$ cat config.mk
export PLATFORM = sky130hd
export DESIGN_NAME = acodec_regfile
export DESIGN_NICKNAME = d
export VERILOG_FILES = /design/src/rtl/acr_pkg.sv /design/src/rtl/acr_wr_filter.sv /design/src/rtl/acr_store.sv /design/src/rtl/acr_rate_view.sv /design/src/rtl/acodec_regfile.sv
export SDC_FILE = /design/constraint.sdc
export NUM_CORES = 2
export LEC_CHECK = 0
export ABC_CLOCK_PERIOD_IN_PS = 7750
export BUFFER_PORTS_ARGS = -buffer_cell sky130_fd_sc_hd__buf_2
export CAP_MARGIN = 10
export CORE_ASPECT_RATIO = 0.6
export CORE_MARGIN = 4
export CORE_UTILIZATION = 35
export CTS_CLUSTER_SIZE = 25
export DETAILED_ROUTE_END_ITERATION = 12
export HOLD_SLACK_MARGIN = 0.02
export SLEW_MARGIN = 5
export SYNTH_ARGS = -nofsm -noshare
export SYNTH_HDL_FRONTEND = slang
export SYNTH_SLANG_ARGS = --single-unit
$ cat constraint.sdc
create_clock -name clk -period 7.75 [get_ports clk]
set_input_delay 0.775 -clock clk [delete_from_list [all_inputs] [get_ports clk]]
set_output_delay 0.775 -clock clk [all_outputs]
set_load 0.02 [all_outputs]
$ cat src/rtl/acr_pkg.sv
package acr_pkg;

    localparam int IDX_W     = 8;
    localparam int DEPTH     = 1 << IDX_W;
    localparam int NUM_RATES = 5;
    localparam int NUM_DAC   = 3;
    localparam int SEL_W     = $clog2(NUM_RATES);
    localparam int RATE_OUT_W = 17;

    localparam logic [15:0] RATE_MAX = 16'd48000;

    localparam logic [7:0] IX_CTL      = 8'h2A;
    localparam logic [7:0] IX_RATE_LO  = 8'h2C;
    localparam logic [7:0] IX_ADC_LO   = 8'h32;
    localparam logic [7:0] IX_RATE_HI  = 8'h35;
    localparam logic [7:0] IX_STATUS   = 8'h26;
    localparam logic [7:0] IX_EXT_ID   = 8'h28;
    localparam logic [7:0] IX_EXT_ID_H = 8'h29;

    localparam int BIT_VRA = 0;
    localparam int BIT_DRA = 1;
    localparam int BIT_VRM = 3;

    typedef struct packed {
        logic       store;
        logic [7:0] val;
        logic       cap;
        logic       dac_rst;
    } wr_act_t;

    function automatic logic [7:0] vol_clamp(input logic [7:0] raw, input logic [7:0] keep);
        logic [7:0] v;
        v = raw & keep;
        if (v[5]) v = {v[7:6], 6'h1F};
        return v;
    endfunction

    function automatic logic is_read_only(input logic [7:0] idx);
        return (idx == 8'h00) || (idx == 8'h01) || (idx == IX_STATUS) ||
               (idx == IX_EXT_ID) || (idx == IX_EXT_ID_H);
    endfunction

    function automatic logic [7:0] reset_byte(input logic [7:0] idx, input logic dbl,
                                              input logic [1:0] cid);
        logic [7:0] b;
        b = 8'h00;
        if (idx == IX_STATUS)        b = 8'h0F;
        else if (idx == IX_EXT_ID)   b = dbl ? 8'h0B : 8'h09;
        else if (idx == IX_EXT_ID_H) b = {cid, 6'h02};
        else if (idx >= IX_RATE_LO && idx <= IX_RATE_HI)
            b = idx[0] ? RATE_MAX[15:8] : RATE_MAX[7:0];
        return b;
    endfunction

endpackage

$ cat src/rtl/acr_wr_filter.sv
module acr_wr_filter
    import acr_pkg::*;
#(
    parameter bit DOUBLE_RATE = 1'b1
) (
    input  logic [IDX_W-1:0] idx,
    input  logic [7:0]       data,
    input  logic             vra,
    input  logic             vrm,
    input  logic [7:0]       partner_lo,
    output wr_act_t          act
);
    localparam logic [7:0] CTL_KEEP = DOUBLE_RATE ? 8'h0B : 8'h09;

    logic gate;

    always_comb begin
        act  = '{store: 1'b1, val: data, cap: 1'b0, dac_rst: 1'b0};
        gate = (idx < IX_ADC_LO) ? vra : vrm;
        if (is_read_only(idx)) begin
            act.store = 1'b0;
        end else begin
            case (idx)
                8'h02, 8'h04, 8'h06: act.val = vol_clamp(data, 8'h3F);
                8'h03, 8'h05:        act.val = vol_clamp(data, 8'hBF);
                8'h0A:               act.val = data & 8'h1E;
                IX_CTL: begin
                    act.val     = data & CTL_KEEP;
                    act.dac_rst = ~data[BIT_VRA];
                end
                default: begin
                    if (idx >= IX_RATE_LO && idx <= IX_RATE_HI) begin
                        if (!gate) begin
                            act.store = 1'b0;
                        end else if (idx[0] && ({data, partner_lo} > RATE_MAX)) begin
                            act.store = 1'b0;
                            act.cap   = 1'b1;
                        end
                    end
                end
            endcase
        end
    end

endmodule

$ cat src/rtl/acr_store.sv
module acr_store
    import acr_pkg::*;
#(
    parameter bit       DOUBLE_RATE = 1'b1,
    parameter bit [1:0] CODEC_ID    = 2'd0
) (
    input  logic                         clk,
    input  logic                         rst,
    input  logic                         wr_en,
    input  logic [IDX_W-1:0]             wr_idx,
    input  wr_act_t                      act,
    input  logic [IDX_W-1:0]             rd_idx,
    output logic [7:0]                   rd_data,
    output logic [7:0]                   partner_lo,
    output logic [7:0]                   ctl_q,
    output logic [NUM_RATES-1:0][15:0]   rates_q
);
    logic [7:0] mem [DEPTH];
    logic [IDX_W-1:0] pair_lo;

    assign pair_lo    = {wr_idx[IDX_W-1:1], 1'b0};
    assign partner_lo = mem[pair_lo];
    assign ctl_q      = mem[IX_CTL];

    for (genvar g = 0; g < NUM_RATES; g++) begin : g_rate
        localparam logic [IDX_W-1:0] LO = IX_RATE_LO + IDX_W'(2 * g);
        assign rates_q[g] = {mem[LO + 1'b1], mem[LO]};
    end

    always_ff @(posedge clk) begin
        if (rst) begin
            for (int i = 0; i < DEPTH; i++)
                mem[i] <= reset_byte(IDX_W'(i), DOUBLE_RATE, CODEC_ID);
            rd_data <= '0;
        end else begin
            rd_data <= mem[rd_idx];
            if (wr_en) begin
                if (act.store) mem[wr_idx] <= act.val;
                if (act.cap) begin
                    mem[pair_lo] <= RATE_MAX[7:0];
                    mem[wr_idx]  <= RATE_MAX[15:8];
                end
                if (act.dac_rst) begin
                    for (int k = 0; k < NUM_DAC; k++) begin
                        mem[IX_RATE_LO + IDX_W'(2 * k)]      <= RATE_MAX[7:0];
                        mem[IX_RATE_LO + IDX_W'(2 * k + 1)]  <= RATE_MAX[15:8];
                    end
                end
            end
        end
    end

endmodule

$ cat src/rtl/acr_rate_view.sv
module acr_rate_view
    import acr_pkg::*;
(
    input  logic [NUM_RATES-1:0][15:0] rates,
    input  logic                       dra,
    input  logic [SEL_W-1:0]           sel,
    output logic [RATE_OUT_W-1:0]      eff
);
    always_comb begin
        eff = '0;
        for (int k = 0; k < NUM_RATES; k++) begin
            if (SEL_W'(k) == sel)
                eff = (k < NUM_DAC && dra) ? {rates[k], 1'b0} : {1'b0, rates[k]};
        end
    end
endmodule

$ cat src/rtl/acodec_regfile.sv
module acodec_regfile
    import acr_pkg::*;
#(
    parameter bit       DOUBLE_RATE = 1'b1,
    parameter bit [1:0] CODEC_ID    = 2'd0
) (
    input  logic                  clk,
    input  logic                  rst,
    input  logic                  wr_en,
    input  logic [IDX_W-1:0]      wr_idx,
    input  logic [7:0]            wr_data,
    input  logic [IDX_W-1:0]      rd_idx,
    output logic [7:0]            rd_data,
    input  logic [SEL_W-1:0]      rate_sel,
    output logic [RATE_OUT_W-1:0] rate_out
);
    wr_act_t                    act;
    logic [7:0]                 partner_lo;
    logic [7:0]                 ctl_q;
    logic [NUM_RATES-1:0][15:0] rates_q;

    acr_wr_filter #(.DOUBLE_RATE(DOUBLE_RATE)) u_filter (
        .idx        (wr_idx),
        .data       (wr_data),
        .vra        (ctl_q[BIT_VRA]),
        .vrm        (ctl_q[BIT_VRM]),
        .partner_lo (partner_lo),
        .act        (act)
    );

    acr_store #(.DOUBLE_RATE(DOUBLE_RATE), .CODEC_ID(CODEC_ID)) u_store (
        .clk        (clk),
        .rst        (rst),
        .wr_en      (wr_en),
        .wr_idx     (wr_idx),
        .act        (act),
        .rd_idx     (rd_idx),
        .rd_data    (rd_data),
        .partner_lo (partner_lo),
        .ctl_q      (ctl_q),
        .rates_q    (rates_q)
    );

    acr_rate_view u_view (
        .rates (rates_q),
        .dra   (ctl_q[BIT_DRA]),
        .sel   (rate_sel),
        .eff   (rate_out)
    );

endmodule

# Word level (Yosys, flattened, before mapping)
# Memories as Yosys holds them, arrays and structs flattened. A register that Yosys moved wholly into a read port is not among the register bits.
# Cells that the tools add are included.
op_classes:
  bitwise_logic: 8
  n_div: 0
  n_mux: 55
  n_lt_le_gt_ge: 4
  shifts: 0
  n_reduce_logical: 13
  mul: 0
  n_eq_ne: 15
  n_addsub: 0
ops:
  columns: ["op", "count"]
  rows:
  - ["17-bit two-way mux", 8]
  - ["8-bit two-way mux", 16]
  - ["8-bit by 6-bit == test with 1-bit output (second input constant)", 4]
  - ["8-bit case mux with 4 select lines", 1]
  - ["1-bit two-way mux", 27]
  - ["8-bit by 3-bit == test with 1-bit output (second input constant)", 3]
  - ["8-bit by 2-bit == test with 1-bit output (second input constant)", 2]
  - ["16-bit greater-than comparator (second input constant)", 1]
  - ["8-bit OR reduction", 2]
  - ["10-bit two-way mux", 1]
  - ["5-bit two-way mux", 2]
  - ["8-bit by 1-bit == test with 1-bit output (second input constant)", 1]
  - ["8-bit by 4-bit == test with 1-bit output (second input constant)", 1]
  - ["8-bit by 6-bit >= comparator with 1-bit output (second input constant)", 1]
  - ["8-bit by 6-bit less-or-equal comparator with 1-bit output (second input constant)", 1]
  - ["8-bit zero test", 1]
  - ["8-bit by 6-bit < comparator with 1-bit output (second input constant)", 1]
  - ["1-bit bitwise OR", 7]
  - ["7-bit OR reduction", 1]
  - ["2-bit by 3-bit == test with 1-bit output (first input constant)", 2]
  - ["1-bit logical OR", 4]
  - ["1-bit by 3-bit == test with 1-bit output (first input constant)", 1]
  - ["3-bit == test (first input constant)", 1]
  - ["3-bit zero test", 1]
  - ["other kinds (4)", 5]
word_totals:
  romBits: 0
  ramBits: 2048
  word_cells: 96
  regBits: 0
  out_inout_bits: 25
  in_bits: 30
  latchBits: 0
  mem_count: 1
mem_list:
  columns: ["memory", "words", "width", "rd", "rd_clocked_by_memory_dff", "write_ports", "line", "text"]
  rows:
  - ["u_store.mem", 256, 8, 13, 1, 256, "acr_store.sv:18", "logic [7:0] mem [DEPTH];"]

# Depth between registers and ports, before layout
# An unclocked memory read counts as a cell.
depth:
  depth_word: 15
  depth_mapped: 15

# By module
# Synthesis repeated with hierarchy kept, for this count alone.
unflattened:
  hier_cells: 9737
  hier_area_um2: 102345.7
by_module_without_submodules:
  columns: ["mod", "area_each_um2", "instances", "cells_each"]
  rows:
  - ["acr_store", 100815.4, 1, 9537]
  - ["acr_rate_view", 1188.6, 1, 153]
  - ["acr_wr_filter", 341.6, 1, 47]

# Least setup slack after synthesis
# OpenSTA, ideal clock, no wires.
synth_path:
  kind: "in2reg"
  startpoint: "input port rd_idx[1]"
  endpoint: "register u_store.rd_data[0] (read register of u_store.mem)"
  path_buffers: 3
  cell_stages: 8
  t_arrival_ns: 3.557
  setup_time_ns: 0.115
  t_required_ns: 7.635
  slack_ns: 4.078
  cell_sequence: "buf_2 buf_1 clkbuf_1 mux4_2 mux4_2 mux4_2 mux4_2 and2_1"
synth_rtl:
  columns: ["item", "line", "text"]
  rows:
  - ["start, declared", "acodec_regfile.sv:12", "input logic [IDX_W-1:0] rd_idx,"]
  - ["end, declared", "acr_store.sv:13", "output logic [7:0] rd_data,"]

==> metrics.yaml <==
outcome: "finished, violations left"
violations: "max-capacitance violations, max-slew violations"
first_global_vias: 66200
firstDrtPassIters: 9
dpl.hpwl_mm: 264
grt_pass1_wl_mm: 538
cts-buffers-inserted: 193
grt.met1_usage_pct: 39.6
rsz0062_at_grt: "false"
drc: 0
busiest_layer: "met1"
path_clk_slew_ns: 0.07
rr_worst_depth: 7
seq_area_sq_um: 51300
synthTopCellsByCount: "nor2_1, dfxtp_1, nand3_1, edfxtp_1, o21ai_0"
wl_per_cell_um: 33.9
drt_iter0_markers: 13500
clock_skew_ns: 0.0513
crit_path_start_kind: "primary input"
core_area_sq_um: 269000
ys_types: 84
synthToLayoutAreaGrowth_pct: 10.1
ys_ff_latch: 2056
synth_enable_flop_cells: 1016
die_height_um: 412
grt_overflow: 0
whs_path_depth: 3
cts_max_level: 4
finalCritPeriodShare_pct: 65.1
reg2reg_from: "u_store.mem[42][3]$_SDFFE_PP0P_"
path_cells: "buf_8, buf_12, and2_2, a22oi_1, nand3_1, nand4_1, nor4_1, and4b_1, nand4b_1, o311ai_4, buf_4, o21ai_1"
max_stage_delay_ns: 0.98
finalCriticalPeriod_ns: 5.04
r2r_slack_ns: 3.45
yosys.cell_count.top_type: "nor2_1"
crit_type: "primary input to flop"
power_density_nw_per_um2: 227
nFillCells: 25400
p_leak_nw: 34.2
syn_inst: 8040
cts_setup_buffers: 0
grt_max_degree: 162
cap_violations: 1
initial_core_util_pct: 35.3
synthFlopType: "dfxtp_1"
drv_slew: 11
row_count: 147
clock_path_buffers: 4
worstReg2RegEnd: "u_store.mem[171][7]$_SDFFCE_PN0P_"
use_met2_pct: 33.2
antenna_left: 0
synth_top_cell_area_share_pct: 32.1
vias_per_cell: 6.46
tightest_slew_ns: 1.52
seq_area_frac_synth_pct: 54.0
ys.warnings.count: 0
postSynthAreaPerCell_sq_um: 11.8
critical_path_peak_fanout: 53
cts_resized: 0
clock_sinks: 2056
antenna_found_initial: 53
cts_tree: "yes"
final_cells: 11400
finish.utilization_pct: 38.9
met3_usage_pct: 14.6
setup_viol: 0
dieArea_sq_um: 280000
async_reset_ff_share_pct: 0
post-place-cells: 11100
port_buffers: 54
tns_ns: 0
min_from: "wr_data[6]"
syn_area_sq_um: 95100
hold_end: "u_store.mem[49][6]$_SDFFE_PP0P_"
die_w_um: 681
cp.required_ns: 8.46
synth_top_cell_by_area: "edfxtp_1"
vdd_ir_drop_max_v: 0.000172
gp_congestion: 1.05
fmax_mhz: 198
hold_violations: 0
worstSetupEndpointType: "flop"
clock_latency_ns: 0.91
vias: 74000
placed_area_sq_um: 98300
slew-limit-headroom_pct: -3.21
drive_gt1_share_pct: 18.1
ys_top_cells_by_area: "edfxtp_1, dfxtp_1, mux4_2"
hold_class: "primary input to flop"
finalNetCount: 7715
ctsHoldBuffers: 0
cp.arrival_ns: 5.76
final_area_sq_um: 105000
num_io_pins: 55
wirelength_mm: 388
cts_root_buf: "clkbuf_16"
track_usage_pct: 26.9
multi_input_area_sq_um: 40500
cpMaxStageDelayCell: "and2_2"
## cells in the final DEF (no fill, tap or decap), types with 9 or more instances in the layout
cell       count
a31oi_1       11
o211a_1       10
nor3_4         9
mux4_2       815
nand2b_1      11
dfxtp_1     1039
o211ai_1       9
clkinv_1      16
a21oi_1       93
or2_2         10
o21ai_1        9
a211oi_1      33
clkbuf_16    198
nor3_1        91
nand4_1       10
conb_1        20
o22ai_1       23
nor3b_1       11
buf_2         46
a221oi_1      19
buf_4        140
nor2_2        11
buf_12        27
nand2_1      469
and2_1        22
mux2_2        21
clkbuf_8      37
a22oi_1       56
nor2_1      1099
o21a_1        28
edfxtp_1    1016
and3_1        10
mux2i_1      143
o21ai_0     1008
diode_2       32
nor2b_1       23
clkbuf_1      46
clkinv_2      27
nand3_1     1016
## worst max path at each step
stage	from	end	slack [ns]	cells after the start
global route	wr_idx[2]	u_store.mem[48][1]$_SDFFE_PP0P_	2.90	12
finish	wr_idx[2]	u_store.mem[52][7]$_SDFFE_PP1P_	2.71	12
CTS	wr_idx[2]	u_store.mem[48][1]$_SDFFE_PP0P_	3.16	12
detailed placement	wr_idx[2]	u_store.mem[48][7]$_SDFFE_PP1P_	2.27	12
floorplan	rd_idx[1]	u_store.rd_data[0]$_SDFF_PP0_	4.08	8
global placement	wr_idx[2]	u_store.mem[48][7]$_SDFFE_PP1P_	2.30	12
## cell families (layout without fill, tap and decap cells)
logic type	count (synthesis)	count (layout)	share of synthesized area, %
flip-flops	2056	2056	54.0
AO/OA/AOI/OAI	1352	1352	7.87
other	2	52	0.00790
buffers and inverters	799	581	3.79
AND/OR/NAND/NOR	2852	2852	13.3
multiplexers	979	979	21.1
## worst max-delay path: cells and delay by family
| kind | cells | cell delay (ns) |
|---|---|---|
| buffers and inverters | 3 | 1.34 |
| and+or+nand+nor | 6 | 2.40 |
| AOI/OAI and AO/OA | 3 | 1.00 |
## report_power, final
group / total (mW) / switching (mW) / leakage (nW) / internal (mW)
clock network: 9.82 / 4.49 / 3.07 / 5.33
registers: 11.8 / 0.112 / 18.0 / 11.7
logic: 2.15 / 1.51 / 13.0 / 0.642
## per-stage QoR
| stage | worst slack, ns | hold slack, ns | total power, mW |
|---|---|---|---|
| finish | 2.71 | 0.333 | 23.7 |
| global route | 2.90 | 0.366 | 24.3 |
| CTS | 3.16 | 0.309 | 23.6 |
| detailed placement | 2.27 | 0.465 | 14.1 |
| global placement | 2.30 | 0.455 | 14.0 |
| floorplan | 4.08 | 0.429 | 13.2 |
## sequential cells by signal, summed over array words and instances (netlist names)
register	count
u_store.rd_data	8
u_store.mem	2048
## layer usage
metal	vias to the layer above	wire length [um]
met2	5924	145000
li1	29500	-
met3	656	72700
met4	30	11200
met5	-	391
met1	37900	158000
## cell type report
type | count | area share (%)
Tap cell | 3576 | 4.28
Timing Repair Buffer | 222 | 1.89
Multi-Input combinational cell | 5203 | 38.7
Sequential cell | 2056 | 49.1
Antenna cell | 32 | 0.0765
Inverter | 9 | 0.0395
Clock buffer | 281 | 5.39
Clock inverter | 69 | 0.597
Power figures use the tool's default switching activity.
